$ cat src/rtl/drdy_pkg.sv
package drdy_pkg;
  typedef enum logic [1:0] {
    DRM_LINKED = 2'b00,
    DRM_CH0    = 2'b01,
    DRM_CH1    = 2'b10,
    DRM_BOTH   = 2'b11
  } drdy_mode_e;

  localparam int unsigned NCH = 2;
endpackage

$ cat src/rtl/drdy_settle.sv
module drdy_settle #(
  parameter int unsigned SETTLE = 3,
  localparam int unsigned CW = $clog2(SETTLE + 1)
) (
  input  logic clk,
  input  logic rst_n,
  input  logic lat_en,
  input  logic off,
  input  logic tick,
  output logic settled
);
  logic [CW-1:0] cnt_q, cnt_d;

  always_comb begin
    cnt_d = cnt_q;
    if (off) begin
      cnt_d = CW'(SETTLE);
    end else if (tick && (cnt_q != '0)) begin
      cnt_d = cnt_q - 1'b1;
    end
  end

  always_ff @(posedge clk or negedge rst_n) begin
    if (!rst_n) begin
      cnt_q <= CW'(SETTLE);
    end else begin
      cnt_q <= cnt_d;
    end
  end

  assign settled = !lat_en || (cnt_q == '0);
endmodule

$ cat src/rtl/drdy_event.sv
module drdy_event
  import drdy_pkg::*;
(
  input  logic [NCH-1:0] vld,
  input  logic [NCH-1:0] off,
  input  logic [NCH-1:0] settled,
  input  logic           lag_sel,
  input  drdy_mode_e     mode,
  output logic [NCH-1:0] ch_evt,
  output logic           pin_evt
);
  logic [NCH-1:0] solo;
  logic           linked;

  assign solo   = vld & ~off & settled;
  assign linked = vld[lag_sel] && (off == '0) && (&settled);

  always_comb begin
    ch_evt  = solo;
    pin_evt = 1'b0;
    case (mode)
      DRM_LINKED: begin
        ch_evt  = {NCH{linked}};
        pin_evt = linked;
      end
      DRM_CH0:  pin_evt = solo[0];
      DRM_CH1:  pin_evt = solo[1];
      DRM_BOTH: pin_evt = |solo;
      default:  pin_evt = 1'b0;
    endcase
  end
endmodule

$ cat src/rtl/drdy_capture.sv
module drdy_capture
  import drdy_pkg::*;
#(
  parameter int unsigned DW = 24
) (
  input  logic                    clk,
  input  logic                    rst_n,
  input  logic [NCH-1:0]          ch_evt,
  input  logic                    stat_rd,
  input  logic                    rd_start,
  input  logic                    rd_end,
  input  logic [NCH-1:0][DW-1:0]  data,
  output logic [NCH-1:0][DW-1:0]  words,
  output logic [NCH-1:0]          status
);
  logic [NCH-1:0][DW-1:0] cap_q, cap_d, words_q, words_d;
  logic [NCH-1:0]         stat_q, stat_d;
  logic                   rd_q, rd_d, load;

  assign load = rd_start && !rd_q;

  always_comb begin
    rd_d = rd_q;
    if (rd_end) begin
      rd_d = 1'b0;
    end else if (rd_start) begin
      rd_d = 1'b1;
    end
  end

  for (genvar c = 0; c < NCH; c++) begin : g_ch
    always_comb begin
      cap_d[c]   = cap_q[c];
      words_d[c] = words_q[c];
      stat_d[c]  = stat_q[c];
      if (ch_evt[c]) begin
        cap_d[c]  = data[c];
        stat_d[c] = 1'b0;
      end else if (stat_rd) begin
        stat_d[c] = 1'b1;
      end
      if (load) begin
        words_d[c] = cap_q[c];
      end
    end

    always_ff @(posedge clk or negedge rst_n) begin
      if (!rst_n) begin
        cap_q[c]   <= '0;
        words_q[c] <= '0;
        stat_q[c]  <= 1'b1;
      end else begin
        cap_q[c]   <= cap_d[c];
        words_q[c] <= words_d[c];
        stat_q[c]  <= stat_d[c];
      end
    end
  end

  always_ff @(posedge clk or negedge rst_n) begin
    if (!rst_n) begin
      rd_q <= 1'b0;
    end else begin
      rd_q <= rd_d;
    end
  end

  assign words  = words_q;
  assign status = stat_q;
endmodule

$ cat src/rtl/drdy_ctrl.sv
module drdy_ctrl
  import drdy_pkg::*;
#(
  parameter int unsigned DW     = 24,
  parameter int unsigned SETTLE = 3
) (
  input  logic          clk,
  input  logic          rst_n,
  input  logic [1:0]    smp_vld,
  input  logic [DW-1:0] smp_data0,
  input  logic [DW-1:0] smp_data1,
  input  logic [1:0]    ch_off,
  input  logic          dr_tick,
  input  logic          lag_sel,
  input  logic          rd_start,
  input  logic          rd_end,
  input  logic          stat_rd,
  input  logic          cfg_lat_en,
  input  logic          cfg_hiz_n,
  input  logic [1:0]    cfg_mode,
  output logic          dr_n,
  output logic          dr_oe,
  output logic [1:0]    dr_status,
  output logic [DW-1:0] word0,
  output logic [DW-1:0] word1
);
  logic [NCH-1:0]         settled;
  logic [NCH-1:0]         ch_evt;
  logic                   pin_evt;
  logic                   pulse_q, pulse_d;
  logic [NCH-1:0][DW-1:0] data_pk, words_pk;

  for (genvar c = 0; c < NCH; c++) begin : g_settle
    drdy_settle #(.SETTLE(SETTLE)) settle_i (
      .clk     (clk),
      .rst_n   (rst_n),
      .lat_en  (cfg_lat_en),
      .off     (ch_off[c]),
      .tick    (dr_tick),
      .settled (settled[c])
    );
  end

  drdy_event event_i (
    .vld     (smp_vld),
    .off     (ch_off),
    .settled (settled),
    .lag_sel (lag_sel),
    .mode    (drdy_mode_e'(cfg_mode)),
    .ch_evt  (ch_evt),
    .pin_evt (pin_evt)
  );

  assign data_pk = {smp_data1, smp_data0};

  drdy_capture #(.DW(DW)) capture_i (
    .clk      (clk),
    .rst_n    (rst_n),
    .ch_evt   (ch_evt),
    .stat_rd  (stat_rd),
    .rd_start (rd_start),
    .rd_end   (rd_end),
    .data     (data_pk),
    .words    (words_pk),
    .status   (dr_status)
  );

  assign word0 = words_pk[0];
  assign word1 = words_pk[1];

  assign pulse_d = pin_evt;

  always_ff @(posedge clk or negedge rst_n) begin
    if (!rst_n) begin
      pulse_q <= 1'b0;
    end else begin
      pulse_q <= pulse_d;
    end
  end

  assign dr_n  = !pulse_q;
  assign dr_oe = pulse_q || cfg_hiz_n;
endmodule

$ cat config.mk
export PLATFORM = sky130hd
export DESIGN_NAME = drdy_ctrl
export DESIGN_NICKNAME = d
export VERILOG_FILES = /design/src/rtl/drdy_pkg.sv /design/src/rtl/drdy_settle.sv /design/src/rtl/drdy_event.sv /design/src/rtl/drdy_capture.sv /design/src/rtl/drdy_ctrl.sv
export SDC_FILE = /design/constraint.sdc
export NUM_CORES = 1
export LEC_CHECK = 0
export CORE_MARGIN = 10
export CORE_UTILIZATION = 43
export DETAILED_ROUTE_END_ITERATION = 6
export HOLD_SLACK_MARGIN = 0.03
export PLACE_DENSITY = 0.66
export RECOVER_POWER = 50
export SYNTH_ARGS = -nofsm -noshare
export SYNTH_HDL_FRONTEND = slang
export SYNTH_SLANG_ARGS = --single-unit
$ cat constraint.sdc
create_clock -name clk -period 1.8 [get_ports clk]
set_input_delay 0.54 -clock clk [delete_from_list [all_inputs] [get_ports clk]]
set_output_delay 0.54 -clock clk [all_outputs]
set_load 0.01 [all_outputs]
# Word level (Yosys, flattened, before mapping)
# Cells that the tools add are included.
# totals
regBits,104
in_bits,63
output_inout_bits,52
wordCells,56
# op_classes
addsub,2
n_lt_le_gt_ge,1
eq_ne,3
n_mux,13
bitwise,3
n_reduce_logical,24
# op_table
operator,n
nonzero test 2 bit,7
two-way mux 2 bit,5
logical NOT 2 bit,4
two-way mux 1 bit,7
logical AND 1 bit,5
AND 2 bit,2
"equality test 2 bit, second input constant",2
one-hot mux 1 bit (4 select lines),1
"subtractor 2 x 1 -> 2 bit, second input constant",2
logical NOT 1 bit,3
logical OR 1 bit,3
"equality test 2 x 1 -> 1 bit, second input constant",1
"less-than comparator 1 x 2 -> 1 bit, second input constant",1
NOT 2 bit,1
AND reduction 2 bit,1
OR reduction 2 bit,1

# Longest topological paths before layout
# depth
depth_word,6
mapped_depth,7
depth_no_buf,5

# Modules after synthesis
# A second synthesis with hierarchy kept.
# unflattened
hier_cells,255
hier_area_um2,4141.5
# modules_own_cells
mod,n_inst,cells_each,area_each_um2,seq_area_each_um2
drdy_capture,1,213,3746.1,2479.9
drdy_settle,2,13,132.6,52.6
drdy_event,1,13,95.1,0.0
drdy_ctrl,1,3,35.0,25.0

# Least setup slack after synthesis
# No wires, ideal clock.
# synth_path
path_kind,reg2reg
startpoint,reg g_settle[1].settle_i.cnt_q[0]
endpoint,reg capture_i.cap_q[29] in the netlist's numbering
setup_time_ps,80
arrival_ps,1582
t_required_ps,1720
path_slack_ps,138
stages_incl_launch_ff,8
n_path_buf,2
period_less_slack_ps,1662
path_cell_list,dfstp_2 -> inv_1 -> ha_1 -> nor2b_1 -> clkbuf_1 -> clkbuf_1 -> o31ai_1 -> o211ai_2
# synth_between
elab_chain_len,5
word_cells_on_any_way,6
classes_between,1 x mux; 1 x bitwise; 4 x reduce/logical
# synth_rtl
element,line,source
"start, declared",drdy_settle.sv:12,"logic [CW-1:0] cnt_q, cnt_d;"
"start signal, assigned",drdy_settle.sv:25,cnt_q <= CW'(SETTLE);
"start signal, assigned",drdy_settle.sv:27,cnt_q <= cnt_d;
logical NOT 2 bit (*),drdy_settle.sv:31,assign settled = !lat_en || (cnt_q == '0);
logical OR 1 bit (*),drdy_settle.sv:31,
AND reduction 2 bit,drdy_event.sv:16,assign linked = vld[lag_sel] && (off == '0) && (&settled);
logical AND 1 bit,drdy_event.sv:16,
two-way mux 2 bit (*),drdy_event.sv:21,case (mode)
"end signal, assigned by index",drdy_capture.sv:53,cap_q[c] <= cap_d[c];
"end, declared",drdy_capture.sv:16,"logic [NCH-1:0][DW-1:0] cap_q, cap_d, words_q, words_d;"
# Mark *: on every way between the ends. The rest lies on a longest branch, timed or not.
# A chain may end at the register's enable or synchronous reset.

# Worst setup path in the final report
# layout_path
startpoint,"reg capture_i.words_q, in the netlist capture_i.words[26]"
endpoint,out word1[2]
# layout_rtl
element,line,source
"start, declared",drdy_capture.sv:16,
"start signal, assigned by index",drdy_capture.sv:54,words_q[c] <= words_d[c];
"end, declared",drdy_ctrl.sv:25,output logic [DW-1:0] word1
# No word-level cell between the ends.

==> impl_summary.md <==
Floorplanning
After floorplanning, the core was divided into 39 placement rows. In this run the standard cell core region covers 11600 sq um. The floorplan die width is 130 um.

The die height is 130 um. The die covers 16800 sq um. Once the floorplan was initialized, standard cells occupied 44.5% of the core. 115 I/O pins were placed.

Timing
For the pin with the worst max-slew slack, the measured transition is 0.882 ns. The number of failing setup endpoints in the final timing report is 0. Setup repair after global routing left no endpoint under its margin. The part of the cycle the worst path needs is 98.0%. The time the worst path needs with I/O delays and setup is 1.76 ns. The worst slew margin relative to its limit is 41.2%. The number of pins exceeding their max-slew limit in the final report was 0.

Adding up every negative setup slack in the final design gives 0 ns. The final-report hold violation count came to 0. On the final layout, the worst hold slack is 0.226 ns. The highest clock rate is 567 MHz.

The clock skew is roughly 0.0072 ns.

Detailed routing
The top metal layer carrying routed signals is met4. For this block, the initial DRC count from the detailed router was between 400 and 500. The detailed router placed 4467 vias in this run. Dividing the detail-routed wire length by the instance count gives about 23 um. The number of detailed-route iterations in the first pass is 5. The length of routed met3 wiring is about 1.5 mm. The detailed router put a total of 6.82 mm of wire on met1. Using the TritonRoute via totals, the vias-per-cell ratio works out to 6.35. For this run, design rule violations remaining after detail routing come to 0.

The final layout contains routed wiring with a total length of 16.4 mm. The number of routed nets with antenna violations is 0. The routed design uses just under 8 mm of met2 wire.

Flow run
The number of maximum-capacitance constraint violations is 0.

Setup path
The number of buffers and inverters on the critical path is 1. The internal reg-to-reg setup slack is around 0.090 ns. Data on the critical path arrives at its endpoint at roughly 1.2 ns. The worst endpoint required time is 1.26 ns. The category of the worst setup path launch point is a register. The cell type group with the largest total delay on the critical path is buffers and inverters. In this run the worst path has a maximum fanout of 2. The largest individual stage delay along the critical path comes from the cell sky130_fd_sc_hd__clkdlybuf4s50_1. The critical path goes through clkdlybuf4s50_1.

The worst setup path is of the register to output port kind. The type of element capturing the critical path is an output port. In this design, the stage delay of the slowest critical-path cell is between 0.5 and 0.6 ns.

Finish
In the final layout, flip-flops and latches occupy 2610 sq um. After the last flow step, the layout net total stands at 619. The multi-input combinational cells in the finished layout cover a total of 2360 sq um. The count of cells in the finished layout, fillers not included, comes to between 700 and 800. Relative to the synthesized area, the layout overhead comes to 37.5%. The final-layout fill cell count is 936. The post-route netlist has 23.3% of its cells at a drive strength greater than 1.

Synth
The sequential-to-total area share from yosys stat is 50.5%. The area of the mapped netlist is approximately 5200 sq um. The mean area per synthesized cell is between 10 and 15 sq um. In this run, synthesis produced a sequential element count of approximately 100. Counting every instance in the synthesized netlist gives ~450. The number of warnings issued by yosys is 0. The number of distinct standard cells referenced by the synthesized netlist is 28. The number of nets produced by synthesis is 511.

Power and ir drop
Summing internal, switching and leakage power gives 7.11 mW. The leakage component of the power is 3.14 nW. Dividing total power by cell area gives a power density of roughly 1000 nW/um^2. The worst voltage drop across the vdd grid is roughly 0.73 mV.

Outcome
The run finished with clean final reports.

Placed design
Counting tap cells, the placed design contains a total of 676 instances. Buffers placed on the I/O ports in this run total roughly 110. The last weighted congestion value of the routability-driven placer is between 0.8 and 0.9. The detailed-placement wirelength estimate is 10.1 mm.

Clocking
Clock tree synthesis found a total of 104 sinks. TritonCTS built the clock tree. The CTS buffer count is 9. In this run the deepest clock path goes through 2 buffers. After clock tree synthesis, the clock-pin slew on the worst setup and hold paths is about 0.07 ns. The CTS root buffer is sky130_fd_sc_hd__clkbuf_16. The number of hold-repair buffers added at the cts stage is 0.

The CTS H-tree depth is 3. The clock network latency to the later pin of the worst-skew pair is around 0.35 ns.

Global routing
For this run, the total global-route usage over all layers was measured as 18.5%. The total overflow left after global routing is 0. The first global-routing pass estimated roughly 25 mm of wire. Entering global routing, the biggest net connects 49 pins. The initial antenna violation count was 1. The via count of the first global-routing pass came to 4645.

Hold path
The class of the tightest hold or removal check is primary input to async pin.
==> final timing paths <==
kind | from | endpoint | depth (start not counted)
min in group clk | capture_i.words[38] | capture_i.words[38] | 1
setup reg to reg | g_settle[0].settle_i.cnt_q[1] | capture_i.cap_q[15] | 6
hold / removal | rst_n | capture_i.words[25] | 1
hold reg to reg | capture_i.words[38] | capture_i.words[38] | 1
setup / recovery | capture_i.words[26] | word1[2] | 1
max in group asynchronous | rst_n | capture_i.words[9] | 2
==> cell usage after synthesis <==
master	number	area, sq um
sky130_fd_sc_hd__or2_2	1	6.26
sky130_fd_sc_hd__nor2_1	7	26.3
sky130_fd_sc_hd__o31ai_1	48	360
sky130_fd_sc_hd__a311oi_2	2	30.0
sky130_fd_sc_hd__buf_4	2	15.0
sky130_fd_sc_hd__inv_1	5	18.8
sky130_fd_sc_hd__mux2_1	20	225
sky130_fd_sc_hd__nor2b_1	5	31.3
sky130_fd_sc_hd__and3_1	2	12.5
sky130_fd_sc_hd__nand2b_1	8	50.1
sky130_fd_sc_hd__or2_1	1	6.26
sky130_fd_sc_hd__a21bo_2	1	10.0
sky130_fd_sc_hd__nand4_1	96	601
sky130_fd_sc_hd__mux2_2	28	315
sky130_fd_sc_hd__buf_2	18	90.1
sky130_fd_sc_hd__buf_6	5	56.3
sky130_fd_sc_hd__o211ai_1	28	210
sky130_fd_sc_hd__o211ai_2	20	250
sky130_fd_sc_hd__xnor2_1	2	17.5
sky130_fd_sc_hd__dfrtp_1	98	2450
sky130_fd_sc_hd__ha_1	2	25.0
sky130_fd_sc_hd__buf_1	2	7.51
sky130_fd_sc_hd__clkbuf_1	34	128
sky130_fd_sc_hd__mux2_4	1	15.0
sky130_fd_sc_hd__a311o_1	1	10.0
sky130_fd_sc_hd__nor4_4	1	21.3
sky130_fd_sc_hd__a211o_1	2	17.5
sky130_fd_sc_hd__dfstp_2	6	158
==> placed cells by master (no fill, tap or decap), types with 3 or more instances in the layout <==
cell                              instances
sky130_fd_sc_hd__dfrtp_1                 98
sky130_fd_sc_hd__nand4_1                 96
sky130_fd_sc_hd__clkdlybuf4s50_1         55
sky130_fd_sc_hd__o31ai_1                 48
sky130_fd_sc_hd__o211ai_1                28
sky130_fd_sc_hd__mux2_2                  28
sky130_fd_sc_hd__dlymetal6s2s_1          28
sky130_fd_sc_hd__buf_4                   23
sky130_fd_sc_hd__mux2_1                  20
sky130_fd_sc_hd__o211ai_2                20
sky130_fd_sc_hd__clkdlybuf4s25_1         18
sky130_fd_sc_hd__clkbuf_16               13
sky130_fd_sc_hd__nand2b_1                 8
sky130_fd_sc_hd__dlygate4sd2_1            8
sky130_fd_sc_hd__buf_12                   8
sky130_fd_sc_hd__nor2_1                   6
sky130_fd_sc_hd__clkbuf_1                 6
sky130_fd_sc_hd__nor2b_4                  5
sky130_fd_sc_hd__inv_2                    4
sky130_fd_sc_hd__dfstp_2                  4
sky130_fd_sc_hd__nor2_4                   3
sky130_fd_sc_hd__clkbuf_2                 3
==> state kept, by name (all words and copies together) (netlist names) <==
name,cells
capture_i.rd_q,1
g_settle.settle_i.cnt_q,4
pulse_q,1
capture_i.status,2
capture_i.cap_q,48
capture_i.words,48
==> final cells by class <==
type	count	share of cell area, %
antenna	1	0.0352
clock buffer	14	3.72
clock inverter	2	0.211
inverter	5	0.264
multi-input combinational	280	33.3
sequential	104	36.7
tap	143	2.52
timing repair buffer	154	23.3
==> routing by layer <==
metal  vias to the layer above  track usage (%)
met5                         -                0
met4                         0             5.49
met3                        32             5.91
met2                       246             29.0
met1                      2210             24.2
li1                       1979                -
==> power breakdown <==
| group | switching (mW) | internal (mW) | leakage, nW |
|---|---|---|---|
| Sequential | 0.300 | 2.91 | 1.29 |
| Combinational | 0.918 | 1.11 | 1.73 |
| Clock | 0.857 | 1.02 | 0.129 |
==> cells by family after synthesis <==
| logic type | Yosys count | synth area share (%) |
|---|---|---|
| AO/OA/AOI/OAI | 102 | 17.2 |
| XOR/XNOR | 2 | 0.339 |
| adder cells (fa/ha/maj) | 2 | 0.484 |
| buffers and inverters | 66 | 6.10 |
| flip-flops | 104 | 50.5 |
| multiplexers | 49 | 10.8 |
| AND/OR/NAND/NOR | 121 | 14.6 |
==> metrics by stage <==
| step | utilization [%] | area [sq um] | worst slack (ns) |
|---|---|---|---|
| 6_report | 61.2 | 7100 | 0.0357 |
| 3_3_place_gp | 56.8 | 6590 | -0.649 |
| 3_5_place_dp | 56.8 | 6590 | -0.724 |
| 4_1_cts | 59.4 | 6900 | 0.0000606 |
| 2_1_floorplan | - | 5170 | 0.138 |
| 5_1_grt | 61.2 | 7100 | 0.00641 |
==> repair_timing <==
item | 4_1_cts | 5_1_grt
buffers inserted | 0 | 4
pin swaps | 4 | 8
gates resized for setup | 18 | 61
setup endpoints to repair | 56 | 96
cloned | 2 | 6
No activity file was read; power rests on OpenSTA's default activity.
